`src/rtl/wdog_pkg.sv`:
```
package wdog_pkg;

   typedef enum logic [1:0] {
      ST_CALM    = 2'd0,
      ST_WARNED  = 2'd1,
      ST_TRIPPED = 2'd2
   } wd_stage_e;

   function automatic int unsigned wd_cnt_width(input int unsigned base_log2,
                                                input int unsigned step_log2,
                                                input int unsigned sel_w);
      return base_log2 + step_log2 * ((1 << sel_w) - 1);
   endfunction

endpackage

```
`src/rtl/wdog_period_dec.sv`:
```
module wdog_period_dec #(
   parameter int unsigned SEL_W     = 2,
   parameter int unsigned BASE_LOG2 = 12,
   parameter int unsigned STEP_LOG2 = 2,
   parameter int unsigned CNT_W     = 18
) (
   input  logic [SEL_W-1:0] code,
   output logic [CNT_W-1:0] last_cnt
);
   localparam int unsigned NCODE = 1 << SEL_W;

   logic [CNT_W-1:0] lim_tab [NCODE];

   for (genvar i = 0; i < NCODE; i++) begin : g_lim
      localparam int unsigned SH = BASE_LOG2 + STEP_LOG2 * i;
      if (SH > CNT_W) begin : g_bad
         $error("period exponent exceeds counter width");
      end
      assign lim_tab[i] = {CNT_W{1'b1}} >> (CNT_W - SH);
   end

   assign last_cnt = lim_tab[code];

endmodule

```
`src/rtl/wdog_counter.sv`:
```
module wdog_counter #(
   parameter int unsigned SEL_W     = 2,
   parameter int unsigned BASE_LOG2 = 12,
   parameter int unsigned STEP_LOG2 = 2,
   parameter int unsigned CNT_W     = 18
) (
   input  logic             clk,
   input  logic             rst,
   input  logic             kick,
   input  logic [SEL_W-1:0] period_sel,
   output logic             wrap
);
   logic [CNT_W-1:0] cnt_q;
   logic [SEL_W-1:0] sel_q;
   logic [CNT_W-1:0] last_cnt;
   logic             at_end;

   wdog_period_dec #(
      .SEL_W    (SEL_W),
      .BASE_LOG2(BASE_LOG2),
      .STEP_LOG2(STEP_LOG2),
      .CNT_W    (CNT_W)
   ) u_dec (
      .code    (sel_q),
      .last_cnt(last_cnt)
   );

   assign at_end = (cnt_q == last_cnt);
   assign wrap   = at_end && !kick;

   always_ff @(posedge clk) begin
      if (rst) begin
         cnt_q <= '0;
         sel_q <= period_sel;
      end else if (kick) begin
         cnt_q <= '0;
         sel_q <= period_sel;
      end else if (at_end) begin
         cnt_q <= '0;
      end else begin
         cnt_q <= cnt_q + 1'b1;
      end
   end

   // count never passes the decoded terminal value
   p_cnt_bound_r2: assert property (@(posedge clk) disable iff (rst)
      cnt_q <= last_cnt);

   // a kick restarts the count
   p_kick_restart_r6: assert property (@(posedge clk) disable iff (rst)
      kick |=> (cnt_q == '0));

   // latched code only moves on a kick
   p_sel_hold_r8: assert property (@(posedge clk) disable iff (rst)
      !kick |=> $stable(sel_q));

endmodule

```
`src/rtl/wdog_stage_fsm.sv`:
```
module wdog_stage_fsm
   import wdog_pkg::*;
(
   input  logic clk,
   input  logic rst,
   input  logic kick,
   input  logic wrap,
   output logic nmi_req,
   output logic reset_req,
   output logic warn_flag
);
   wd_stage_e stage_q, stage_d;
   logic      nmi_q, nmi_d;

   always_comb begin
      stage_d = stage_q;
      nmi_d   = 1'b0;
      if (stage_q == ST_TRIPPED) begin
         stage_d = ST_TRIPPED;
      end else if (kick) begin
         stage_d = ST_CALM;
      end else if (wrap) begin
         if (stage_q == ST_CALM) begin
            stage_d = ST_WARNED;
            nmi_d   = 1'b1;
         end else begin
            stage_d = ST_TRIPPED;
         end
      end
   end

   always_ff @(posedge clk) begin
      if (rst) begin
         stage_q <= ST_CALM;
         nmi_q   <= 1'b0;
      end else begin
         stage_q <= stage_d;
         nmi_q   <= nmi_d;
      end
   end

   assign nmi_req   = nmi_q;
   assign reset_req = (stage_q == ST_TRIPPED);
   assign warn_flag = (stage_q != ST_CALM);

   // interrupt request is a single-cycle pulse
   p_nmi_single_r3: assert property (@(posedge clk) disable iff (rst)
      nmi_req |=> !nmi_req);

   // pulse is accompanied by the warning flag
   p_nmi_flag_r4: assert property (@(posedge clk) disable iff (rst)
      nmi_req |-> warn_flag);

   // reset request only follows a warned stage
   p_rst_after_warn_r5: assert property (@(posedge clk) disable iff (rst)
      $rose(reset_req) |-> $past(warn_flag));

   // a kick outside the tripped stage clears the warning
   p_kick_clears_r6: assert property (@(posedge clk) disable iff (rst)
      (kick && !reset_req) |=> !warn_flag);

   // reset request is sticky
   p_rst_sticky_r7: assert property (@(posedge clk) disable iff (rst)
      reset_req |=> reset_req);

   // no interrupt pulse after tripping
   p_no_nmi_tripped_r9: assert property (@(posedge clk) disable iff (rst)
      reset_req |=> !nmi_req);

endmodule

```
`src/rtl/wdog_two_stage.sv`:
```
module wdog_two_stage #(
   parameter int unsigned SEL_W     = 2,
   parameter int unsigned BASE_LOG2 = 12,
   parameter int unsigned STEP_LOG2 = 2
) (
   input  logic             clk,
   input  logic             rst,
   input  logic [SEL_W-1:0] period_sel,
   input  logic             kick,
   output logic             nmi_req,
   output logic             reset_req,
   output logic             warn_flag
);
   localparam int unsigned CNT_W =
      wdog_pkg::wd_cnt_width(BASE_LOG2, STEP_LOG2, SEL_W);

   if (SEL_W < 1 || SEL_W > 3) begin : g_chk_sel
      $error("SEL_W must be 1..3");
   end
   if (BASE_LOG2 < 1) begin : g_chk_base
      $error("BASE_LOG2 must be at least 1");
   end
   if (STEP_LOG2 < 1) begin : g_chk_step
      $error("STEP_LOG2 must be at least 1");
   end
   if (CNT_W > 40) begin : g_chk_w
      $error("counter width too large");
   end

   logic wrap;

   wdog_counter #(
      .SEL_W    (SEL_W),
      .BASE_LOG2(BASE_LOG2),
      .STEP_LOG2(STEP_LOG2),
      .CNT_W    (CNT_W)
   ) u_cnt (
      .clk       (clk),
      .rst       (rst),
      .kick      (kick),
      .period_sel(period_sel),
      .wrap      (wrap)
   );

   wdog_stage_fsm u_fsm (
      .clk      (clk),
      .rst      (rst),
      .kick     (kick),
      .wrap     (wrap),
      .nmi_req  (nmi_req),
      .reset_req(reset_req),
      .warn_flag(warn_flag)
   );

   // outputs quiet on the cycle after reset
   p_reset_quiet_r1: assert property (@(posedge clk)
      $past(rst) |-> !(nmi_req || reset_req || warn_flag));

endmodule

```
`config.mk`:
```
export PLATFORM = sky130hd
export DESIGN_NAME = wdog_two_stage
export DESIGN_NICKNAME = d
export VERILOG_FILES = /design/src/rtl/wdog_pkg.sv /design/src/rtl/wdog_period_dec.sv /design/src/rtl/wdog_counter.sv /design/src/rtl/wdog_stage_fsm.sv /design/src/rtl/wdog_two_stage.sv
export SDC_FILE = /design/constraint.sdc
export NUM_CORES = 1
export LEC_CHECK = 0
export BUFFER_PORTS_ARGS = -buffer_cell sky130_fd_sc_hd__buf_2
export CAP_MARGIN = 15
export CORE_MARGIN = 4
export CORE_UTILIZATION = 58
export DETAILED_ROUTE_END_ITERATION = 16
export HOLD_SLACK_MARGIN = 0.02
export PLACE_DENSITY = 0.79
export SLEW_MARGIN = 10
export SYNTH_ARGS = -nofsm -noshare
export SYNTH_HDL_FRONTEND = slang
export SYNTH_HIERARCHICAL = 1
export SYNTH_SLANG_ARGS = --single-unit
export TNS_END_PERCENT = 100
```
`constraint.sdc`:
```
create_clock -name clk -period 2.9 [get_ports clk]
set_input_delay 0.435 -clock clk [delete_from_list [all_inputs] [get_ports clk]]
set_output_delay 0.435 -clock clk [all_outputs]
set_load 0.01 [all_outputs]
```
---- Word level (Yosys, flattened, before mapping) ----
Cells that the tools add are included.
operators by class
  $add $sub $neg .......................... 1
  $lt $le $gt $ge ......................... 1
  equality and inequality tests ........... 2
  multiplexer cells ....................... 10
  bitwise gates (word level) .............. 2
  reduce and logical (&&, ||, !) cells .... 9
operator list
  operator                 count
  $bmux W18 S2             1
  $mux W18                 2
  $add A18 B1 Y18 const B  1
  $eq A18 B18 Y1           1
  $mux W2                  6
  $reduce_or A3 Y1         2
  $reduce_bool A2 Y1       2
  $reduce_or A4 Y1         1
  $ge A3 B3 Y1 const B     1
  $not A2 Y3               1
  $reduce_bool A3 Y1       1
  $eq A2 B2 Y1 const B     1
  $logic_not A2 Y1         1
  $logic_and A1 B1 Y1      1
  $logic_not A1 Y1         1
  $mux W1                  1
  $not A1 Y1               1
storage, ports and cells
  register bits ........................... 23
  output and inout port bits .............. 3
  logic and storage cells ................. 30

---- Logic depth before layout (Yosys ltp) ----
Gate-level depths: netlist of the first run.
  depth after elaboration ................. 9
  depth in mapped cells ................... 9
  mapped depth without buffers ............ 8

---- Cells and area by module ----
Netlist of the first run, hierarchy kept.
by module, submodules not included
  module           instances  cells each  area an instance (µm²)
  wdog_counter     1          110         1024.7
  wdog_period_dec  1          19          137.6
  wdog_stage_fsm   1          11          121.4

---- Worst setup path after synthesis of the first run ----
OpenSTA, ideal clock, no wires.
  path type ............................... flip-flop to flip-flop
  start point ............................. register u_cnt.sel_q[1]
  end point ............................... register u_fsm.stage_q[0]
  library setup time ...................... 79 ps
  arrival time ............................ 1971 ps
  data required time ...................... 2821 ps
  setup slack ............................. 850 ps
  stages on the path, launching flop included .. 10
  period minus slack after synthesis ...... 2050 ps
  cell sequence ........................... edfxtp_1 -> or2_1 -> buf_4 -> xnor2_1 -> nand4_1 -> nor3_1 -> nand4_1 -> nor2_1 -> or3b_1 -> a211oi_2
on the way
  cells in the longest elaborated chain, start to end .. 6
RTL lines
  item                                          RTL line               text
  start, declared                               wdog_counter.sv:14     logic [SEL_W-1:0] sel_q;
  start signal, assigned                        wdog_counter.sv:34     sel_q <= period_sel;
  start signal, assigned                        wdog_counter.sv:37     sel_q <= period_sel;
  $not A2 Y3 (implied by the code)              wdog_period_dec.sv:22  assign last_cnt = lim_tab[code];
  $bmux W18 S2                                  wdog_period_dec.sv:22
  $mux W18 (implied by the code) (2 in series)  wdog_period_dec.sv:22
  via u_cnt.last_cnt[12]                        wdog_counter.sv:15     logic [CNT_W-1:0] last_cnt;
  $eq A18 B18 Y1                                wdog_counter.sv:28     assign at_end = (cnt_q == last_cnt);
  $logic_and A1 B1 Y1                           wdog_counter.sv:29     assign wrap = at_end && !kick;
  via wrap                                      wdog_two_stage.sv:30   logic wrap;
  end signal, assigned                          wdog_stage_fsm.sv:37   stage_q <= stage_d;
  end, declared                                 wdog_stage_fsm.sv:12   wd_stage_e stage_q, stage_d;
The timed path passes the listed nets, and every way through them passes these cells. The select of a mux whose other input is x is not followed.
A chain may end at the register's enable or synchronous reset.

---- Final worst setup path of the first run ----
Same ends and word-level chain as after synthesis.

==> metrics.md, run 1 <==
| Metric | Value |
|---|---|
| Cells after synthesis | `140` |
| Fin Clk Skew | `a little under 3 ps` |
| Worst VDD drop | `0.0003703 V` |
| WP data required | `roughly 3100 ps` |
| Die width | `between 50 and 60 um` |
| Final period utilization | `0.7774` |
| Synth Area per Inst | `9.170 sq um` |
| Worst reg2reg setup slack | `around 650 ps` |
| Top-area cell type share of the netlist area | `0.3275` |
| Vias in the first global route | `800` |
| Drt drc | `0` |
| Detailed Place HPWL | `approximately 1500 um` |
| Mapped Area | `1284 sq um` |
| CTS buffer count | `3` |
| Initial cell density of the core | `0.6349` |
| Net Sw Frac | `0.2308` |
| Port-buffer cells | `7` |
| Clock net sink count | `23` |
| Clock latency on the worst-skew pair | `~310 ps` |
| Final GP Congestion | `roughly 0.8` |
| Layout Nets | `between 150 and 200` |
| Worst Hold Class | `input port to flop` |
| EDFF count, synth | `2` |
| Slowest CP cell | `edfxtp_1` |
| # diodes | `0` |
| FFs w/ async S/R, synth | `0` |
| Vias | `853` |
| RSZ-0062 raised after global routing | `false` |
| Max incr delay on CP | `460 ps` |
| Clock share of power | `0.287` |
| Die area | `a little over 3000 sq um` |
| Reg clk slew, reported paths | `~120 ps` |
| Netlist cell types | `30` |
| Total routed wirelength | `1930 um` |
| Area delta synth->final | `-0.8772%` |
| Commonest cells in the netlist | `23 x nor2_1, 21 x dfxtp_1, 20 x xnor2_1, 16 x buf_4, 14 x xor2_1` |
| Initial antenna violation count | `0` |
| Postcts setup bufs | `0` |
| H-tree levels | `1` |
| Synth Flop Type | `dfxtp_1` |
| Via density | `4.988` |
| Post-synthesis sequential area ratio | `0.3743` |
| Pins over their slew limit | `0` |
| Max-cap violations | `0` |
| Largest net degree at the start of global routing | `19` |
| GR Util met2 | `0.2657` |
| WP data arrival | `2500 ps` |
| GRT Util Overall | `0.1613` |
| Max Freq | `443.6 MHz` |
| NetSw | `around 0.12 mW` |
| Core ar. | `2022 sq um` |
| CP most frequent cell | `nand4_1` |
| Antenna Nets Post-Route | `0` |
| Met3 Resource Use GR | `0.04826` |
| Standard-cell row count | `16` |
| Final setup viols | `0` |
| Tmin final | `between 2000 and 2500 ps` |
| DP Area | `roughly 1200 sq um` |
| Crit Path Class | `flop to flop` |
| RR Endpoint | `u_fsm/stage_q[0]` |
| Die Y | `55.05 um` |
| 1st-pass router iterations | `4` |
| Hold EP | `u_cnt/sel_q[0]` |
| Yosys top cell by area | `dfxtp_1` |
| Setup Total Neg Slack | `0 ps` |
| Routed len/inst | `~11 um` |
| PostCTS Resize Cnt | `0` |
| Worst-Margin Slew | `~600 ps` |
| TritonCTS clock tree | `built` |
| Leakage | `0.4460 nW` |
| Hold Startpoint | `period_sel[0]` |
| First-pass GRT wire length | `roughly 3400 um` |
| Reg2Reg Depth | `8` |
| GR met1 Demand/Resource | `0.1918` |
| CP max FO | `4` |
| Sequential Power Share | `0.640` |
| Internal Power | `about 0.39 mW` |
| GR peak layer | `met2` |
| # IOs | `8` |
| Yosys reg bits | `23` |
| Crit Reg-Reg Startpoint | `u_cnt/sel_q[1]` |
| Hold Path Depth | `1` |
| Top cells by area, synth | `dfxtp_1 33%, xnor2_1 14%, xor2_1 9.6%` |
| Hold Violations, Final | `0` |
| Yosys warns | `6` |
| Global route overflow | `0` |
| Crit end category | `flop` |
| Fin area | `1272 sq um` |
| Most common cell in the netlist | `nor2_1` |
| Critical path launch point type | `flop` |
| Clock Root Buffer | `clkbuf_4` |
| CTS Hold Bufs | `0` |
| Status | `finished clean` |
| Slew HR | `0.5974` |
| Pwr dens | `about 400 nW/um^2` |
| Crit-path cells | `or2_1 > xnor2_1 > nand4_1 > nor3_1 > nand4_1 > nor2_1 > or3b_1 > a211oi_2` |
| Layout cell share with drive strength beyond 1 | `0.1250` |
| Logic pwr share | `0.073` |
| Max Root-Sink Buffers | `2` |
| Starting DRT DRC Count | `5` |
-- worst max-delay path by stage --
stage / from / to / slack, ps / depth (start not counted)
2_1_floorplan: u_cnt/sel_q[1] / u_fsm/stage_q[0] / 850 / 9
3_3_place_gp: u_cnt/sel_q[1] / u_fsm/stage_q[0] / 790 / 8
3_5_place_dp: u_cnt/sel_q[1] / u_fsm/stage_q[0] / 660 / 8
4_1_cts: u_cnt/sel_q[1] / u_fsm/stage_q[0] / 630 / 8
5_1_grt: u_cnt/sel_q[1] / u_fsm/stage_q[0] / 480 / 8
6_report: u_cnt/sel_q[1] / u_fsm/stage_q[0] / 650 / 8
-- critical path, delay by kind of cell, from the launching register on --
| family | cells | cell delay, ps |
|---|---|---|
| flops | 1 | 460 |
| simple gates | 6 | 1370 |
| compound gates | 1 | 190 |
| xor+xnor | 1 | 170 |
-- sequential cells by signal, summed over array words and instances (netlist names) --
signal and cells:
u_cnt/sel_q 2, u_cnt/cnt_q 18, u_fsm/stage_q 2, u_fsm/nmi_req 1
-- routing by layer --
layer	part of all wire	wire length, um
met4	0.017	33
met3	0.028	54
met1	0.45	875
met2	0.50	967
met5	0	0
-- logic make-up after synthesis --
kind of cell / count (synthesis) / synth area share
simple gates: 57 / 0.2300
xor+xnor: 34 / 0.2320
flops: 23 / 0.3743
buf+inv: 20 / 0.1238
compound gates: 4 / 0.02729
fa+ha+maj: 1 / 0.009745
other cells: 1 / 0.002921
-- power by group through the flow --
| stage | combinational, mW | sequential [mW] | clock, mW |
|---|---|---|---|
| floorplan | 0.0517 | 0.334 | 0 |
| global placement | 0.0358 | 0.335 | 0 |
| detailed placement | 0.0373 | 0.335 | 0 |
| CTS | 0.0377 | 0.328 | 0.156 |
| global route | 0.0419 | 0.328 | 0.170 |
| finish | 0.0373 | 0.328 | 0.147 |
-- through the flow --
stage          power [mW]  std cells  worst slack (ps)  hold WS (ps)  utilization
2_1_floorplan      0.3856        151             849.7         439.6            -
3_3_place_gp       0.3708        167             793.4         462.4       0.6145
3_5_place_dp       0.3723        167             656.4         483.3       0.6145
4_1_cts            0.5212        171             629.0         276.0       0.6293
5_1_grt            0.5404        171             479.3         255.5       0.6293
6_report           0.5117        171             645.5         293.4       0.6293
-- layout by cell type, fill, tap and decap left out, types with 2 or more instances in the layout --
master and n:
nor2_1 23, xor2_1 14, xnor2_1 20, inv_1 2, dfxtp_1 21, nor3_1 3
conb_1 12, nand2_1 5, edfxtp_1 2, or2_2 2, nand4_1 8, buf_2 7
nand3_1 6, clkbuf_4 3
-- cell type report --
type	count	area [sq um]
clock buffers	3	22.52
clock inverters	1	7.507
fillers	176	749.5
inverters	2	7.507
multi-input cells	108	685.7
flip-flops and latches	23	480.5
well taps	27	33.78
repair buffers	7	35.03
Power figures use the tool's default switching activity.
==> inputs of run 2 (changes only) <==
==> constraint.sdc (replaced) <==
create_clock -name clk -period 2.2 [get_ports clk]
set_input_delay 0.33 -clock clk [delete_from_list [all_inputs] [get_ports clk]]
set_output_delay 0.33 -clock clk [all_outputs]
set_load 0.01 [all_outputs]
==> metrics.md, run 2 (synthesis gave the netlist of run 1 again) <==
| Metric | Value |
|---|---|
| Clock Root Buffer | `clkbuf_4` |
| Max-cap violations | `0` |
| Register with the highest flop count | `u_cnt/cnt_q` |
| Status | `finished clean` |
| Worst Hold Class | `input port to flop` |
| Biggest regs | `u_cnt/cnt_q x18, u_cnt/sel_q x2, u_fsm/stage_q x2` |
| Pwr dens | `516.4 nW/um^2` |
| Detailed Place HPWL | `1534 um` |
| H-tree levels | `1` |
| Post-route setup slack | `between 100 and 150 ps` |
| Layout Nets | `about 150` |
| Total routed wirelength | `slightly below 2000 um` |
| TritonCTS clock tree | `built` |
| Crit path buffers/inverters | `0` |
| Worst VDD drop | `a little under 0.0005 V` |
| WP data arrival | `between 2000 and 2500 ps` |
| Pre-CTS setup slack | `between 90 and 100 ps` |
| Max incr delay on CP | `410 ps` |
| First-pass GRT wire length | `~3500 um` |
| CTS Hold Bufs | `0` |
| Leakage | `roughly 0.46 nW` |
| Largest net degree at the start of global routing | `13` |
| Starting DRT DRC Count | `18` |
| Die width | `roughly 55 um` |
| Postcts setup bufs | `0` |
| Clock net sink count | `23` |
| Clock latency on the worst-skew pair | `approximately 300 ps` |
| # IOs | `8` |
| CP max FO | `3` |
| GRT Util Overall | `0.1594` |
| Slowest CP cell | `edfxtp_1` |
| CP most frequent cell | `nand4_1` |
| # diodes | `0` |
| Global route overflow | `0` |
| Die Y | `55.05 um` |
| Max FFs per register | `18` |
| Core ar. | `2022 sq um` |
| Tmin final | `roughly 2100 ps` |
| Final GP Congestion | `approximately 0.82` |
| Pins over their slew limit | `0` |
| Final setup viols | `0` |
| Crit Path Class | `flop to flop` |
| WP data required | `between 2000 and 2500 ps` |
| Crit path max-delay family | `simple AND/OR/NAND/NOR gates` |
| Hold Violations, Final | `0` |
| Max Freq | `~480 MHz` |
| 1st-pass router iterations | `4` |
| PostCTS Resize Cnt | `0` |
| Crit-path cells | `or2_1 > xnor2_1 > nand4_1 > nor3_2 > nand4_1 > nor2_2 > or3b_1 > a211oi_2` |
| Post-placement cell count | `170` |
| Via density | `roughly 4.9` |
| Final period utilization | `0.9392` |
| Routed len/inst | `approximately 11 um` |
| Drt drc | `0` |
| Area delta synth->final | `1.170%` |
| Vias in the first global route | `836` |
| CTS buffer count | `3` |
| Port-buffer cells | `7` |
| Vias | `approximately 860` |
| Reg clk slew, reported paths | `between 100 and 150 ps` |
| Final std cells w/o fill | `between 150 and 200` |
| Most frequent cells in the layout | `22 x nor2_1, 21 x dfxtp_1, 20 x xnor2_1` |
| Standard-cell row count | `16` |
| Fin Clk Skew | `about 2.2 ps` |
| Initial cell density of the core | `0.6349` |
| Antenna Nets Post-Route | `0` |
| Max Root-Sink Buffers | `2` |
| Die area | `3030 sq um` |
| Layout cell share with drive strength beyond 1 | `0.1497` |
| Crit end category | `flop` |
| Initial antenna violation count | `0` |
| Critical path launch point type | `flop` |
| Most common cell after layout, fill and taps aside | `nor2_1` |
[run 2: worst paths after layout]
kind                                      from          endpoint  slack (ps)  cells past startpoint
worst max-delay path            u_cnt/sel_q[1]  u_fsm/stage_q[0]         130                      8
worst min-delay path             period_sel[0]    u_cnt/sel_q[0]         200                      1
worst max register to register  u_cnt/sel_q[1]  u_fsm/stage_q[0]         130                      8
worst min register to register  u_cnt/cnt_q[0]    u_cnt/cnt_q[0]         480                      1
[run 2: routing by layer]
metal,global-route usage,wire [um]
met2,0.2618,925
met1,0.1977,939
met5,0,0
met3,0.04558,75
met4,0.05668,27
[run 2: layout make-up]
cell class	count	area, sq um
fillers	179	723.2
multi-input cells	108	693.2
flip-flops and latches	23	480.5
repair buffers	10	57.56
well taps	27	33.78
clock buffers	4	26.28
inverters	2	7.507
[run 2: where the power goes]
part           total, mW  internal (mW)  switching [mW]
clock network      0.185         0.0706           0.114
logic             0.0548         0.0262          0.0287
registers          0.431          0.428         0.00343
total              0.671          0.524           0.146
[run 2: per-stage QoR]
stage / power [mW] / instance area (sq um) / hold slack, ps / TNS [ps] / utilization
after floorplan: 0.5083 / 1325 / 394.6 / 0 / -
after global placement: 0.4938 / 1265 / 456.3 / 0 / 0.6256
after detailed placement: 0.4945 / 1265 / 461.5 / 0 / 0.6256
after CTS: 0.6808 / 1291 / 186.8 / 0 / 0.6386
after global routing: 0.7098 / 1299 / 167.9 / -15.20 / 0.6423
final: 0.6707 / 1299 / 197.4 / 0 / 0.6423
==> inputs of run 3 (changes only) <==
--- a/config.mk
+++ b/config.mk
@@ -12,6 +12,7 @@
 export DETAILED_ROUTE_END_ITERATION = 16
 export HOLD_SLACK_MARGIN = 0.02
 export PLACE_DENSITY = 0.79
+export SETUP_SLACK_MARGIN = 0.3
 export SLEW_MARGIN = 10
 export SYNTH_ARGS = -nofsm -noshare
 export SYNTH_HDL_FRONTEND = slang
==> metrics.md, run 3 (synthesis gave the netlist of run 1 again) <==
| Metric | Value |
|---|---|
| Critical path launch point type | `flop` |
| First-pass GRT wire length | `3760 um` |
| Post-layout util | `0.6832` |
| DP Area | `1257 sq um` |
| Total power draw | `0.6945 mW` |
| Slowest CP cell | `edfxtp_1` |
| Die Y | `around 55 um` |
| Tmin final | `roughly 2200 ps` |
| Metal3 WL | `between 60 and 70 um` |
| Area delta synth->final | `7.602%` |
| Die area | `just over 3000 sq um` |
| TritonCTS clock tree | `built` |
| Most common cell after layout, fill and taps aside | `nor2_1` |
| Most frequent cells in the layout | `22 x nor2_1, 21 x dfxtp_1, 16 x xnor2_1` |
| Post-route setup slack | `between 30 and 40 ps` |
| Clock net sink count | `23` |
| Crit Reg-Reg Startpoint | `u_cnt/sel_q[1]` |
| Max-cap violations | `0` |
| Reg clk slew, reported paths | `110 ps` |
| Hold Startpoint | `period_sel[0]` |
| Met2 wire length | `around 1200 um` |
| GRT Util Overall | `0.1773` |
| Max Freq | `between 400 and 500 MHz` |
| Setup Total Neg Slack | `0 ps` |
| CP most frequent cell | `nand4_1` |
| CP max FO | `2` |
| Timing startpoint of the critical path | `u_cnt/sel_q[1]` |
| Clock Root Buffer | `clkbuf_4` |
| Max incr delay on CP | `roughly 450 ps` |
| Fin area | `about 1400 sq um` |
| Initial cell density of the core | `0.6349` |
| Pre-CTS setup slack | `15.30 ps` |
| Status | `finished clean` |
| Final period utilization | `0.9823` |
| Standard-cell row count | `16` |
| Initial antenna violation count | `0` |
| Post-placement cell count | `between 150 and 200` |
| Leakage | `about 0.52 nW` |
| Pwr dens | `~500 nW/um^2` |
| H-tree levels | `1` |
| Final GP Congestion | `0.7656` |
| Register with the highest flop count | `u_cnt/cnt_q` |
| Die width | `roughly 55 um` |
| WP data arrival | `approximately 2400 ps` |
| Global route overflow | `0` |
| Starting DRT DRC Count | `11` |
| Via density | `between 5 and 6` |
| Fin Clk Skew | `approximately 11 ps` |
| WP data required | `about 2400 ps` |
| WHS | `192.7 ps` |
| 1st-pass router iterations | `4` |
| Final setup viols | `0` |
| Max FFs per register | `18` |
| Detailed Place HPWL | `between 1500 and 2000 um` |
| Crit-path cells | `or2_4 > xnor2_2 > nand4_1 > nor3_2 > nand4_1 > nor2_2 > or3b_4 > a211oi_2` |
| Total routed wirelength | `between 2000 and 2500 um` |
| Vias | `between 900 and 1k` |
| Crit Path Class | `flop to flop` |
| Largest net degree at the start of global routing | `13` |
| Hold Violations, Final | `0` |
| # diodes | `0` |
| Final std cells w/o fill | `roughly 180` |
| Biggest regs | `u_cnt/cnt_q x18, u_cnt/sel_q x2, u_fsm/stage_q x2` |
| Max layer used | `met4` |
| Vias in the first global route | `between 800 and 900` |
| Wl on met1 | `around 1000 um` |
| Port-buffer cells | `7` |
| Layout cell share with drive strength beyond 1 | `0.2237` |
| # IOs | `8` |
| Clock latency on the worst-skew pair | `a little over 300 ps` |
| Crit end category | `flop` |
| RSZ-0062 raised after global routing | `true` |
| Layout Nets | `between 150 and 200` |
| Routed len/inst | `12.85 um` |
| Core ar. | `approximately 2000 sq um` |
| Worst Hold Class | `input port to flop` |
| Antenna Nets Post-Route | `0` |
| Drt drc | `0` |
| Worst VDD drop | `roughly 0.00042 V` |
| CTS buffer count | `3` |
| Pins over their slew limit | `0` |
| Max Root-Sink Buffers | `2` |
-- run 3: changes by cell type in the layout (fill, tap and decap cells not counted), sizes merged --
cell / before / now
buf: 10 / 15
-- run 3: layer usage --
metal | vias to the layer above | track usage
met3 | 5 | 0.05094
met1 | 431 | 0.2145
met2 | 16 | 0.3051
met5 | - | 0
met4 | 0 | 0.04858
li1 | 457 | -
-- run 3: power breakdown --
group | switching, mW | internal, mW
Clock | 0.122 | 0.0709
Combinational | 0.0337 | 0.0350
Sequential | 0.00498 | 0.428
Total | 0.161 | 0.534
-- run 3: repair_timing --
item | CTS | global route
gates resized for setup | 8 | 2
endpoints found under the setup margin | 14 | 15
pin swaps | 6 | 6
setup buffers | 6 | 1
hold buffers | 0 | 0
-- run 3: worst paths after layout --
check	end	slack, ps	cells past startpoint
max	u_fsm/stage_q[0]	40	8
min	u_cnt/sel_q[0]	190	1
max reg2reg	u_fsm/stage_q[0]	40	8
min reg2reg	u_cnt/cnt_q[0]	500	1
-- run 3: critical path, delay by kind of cell, from the launching register on --
| family | cells | cell delay, ps |
|---|---|---|
| flops | 1 | 450 |
| compound gates | 1 | 170 |
| simple gates | 6 | 1350 |
| xor+xnor | 1 | 130 |
-- run 3: area by class of cell --
type / count / area (sq um)
clock buffers: 4 / 26.28
flip-flops and latches: 23 / 480.5
fillers: 160 / 640.6
well taps: 27 / 33.78
multi-input cells: 108 / 730.7
inverters: 2 / 7.507
repair buffers: 15 / 102.6
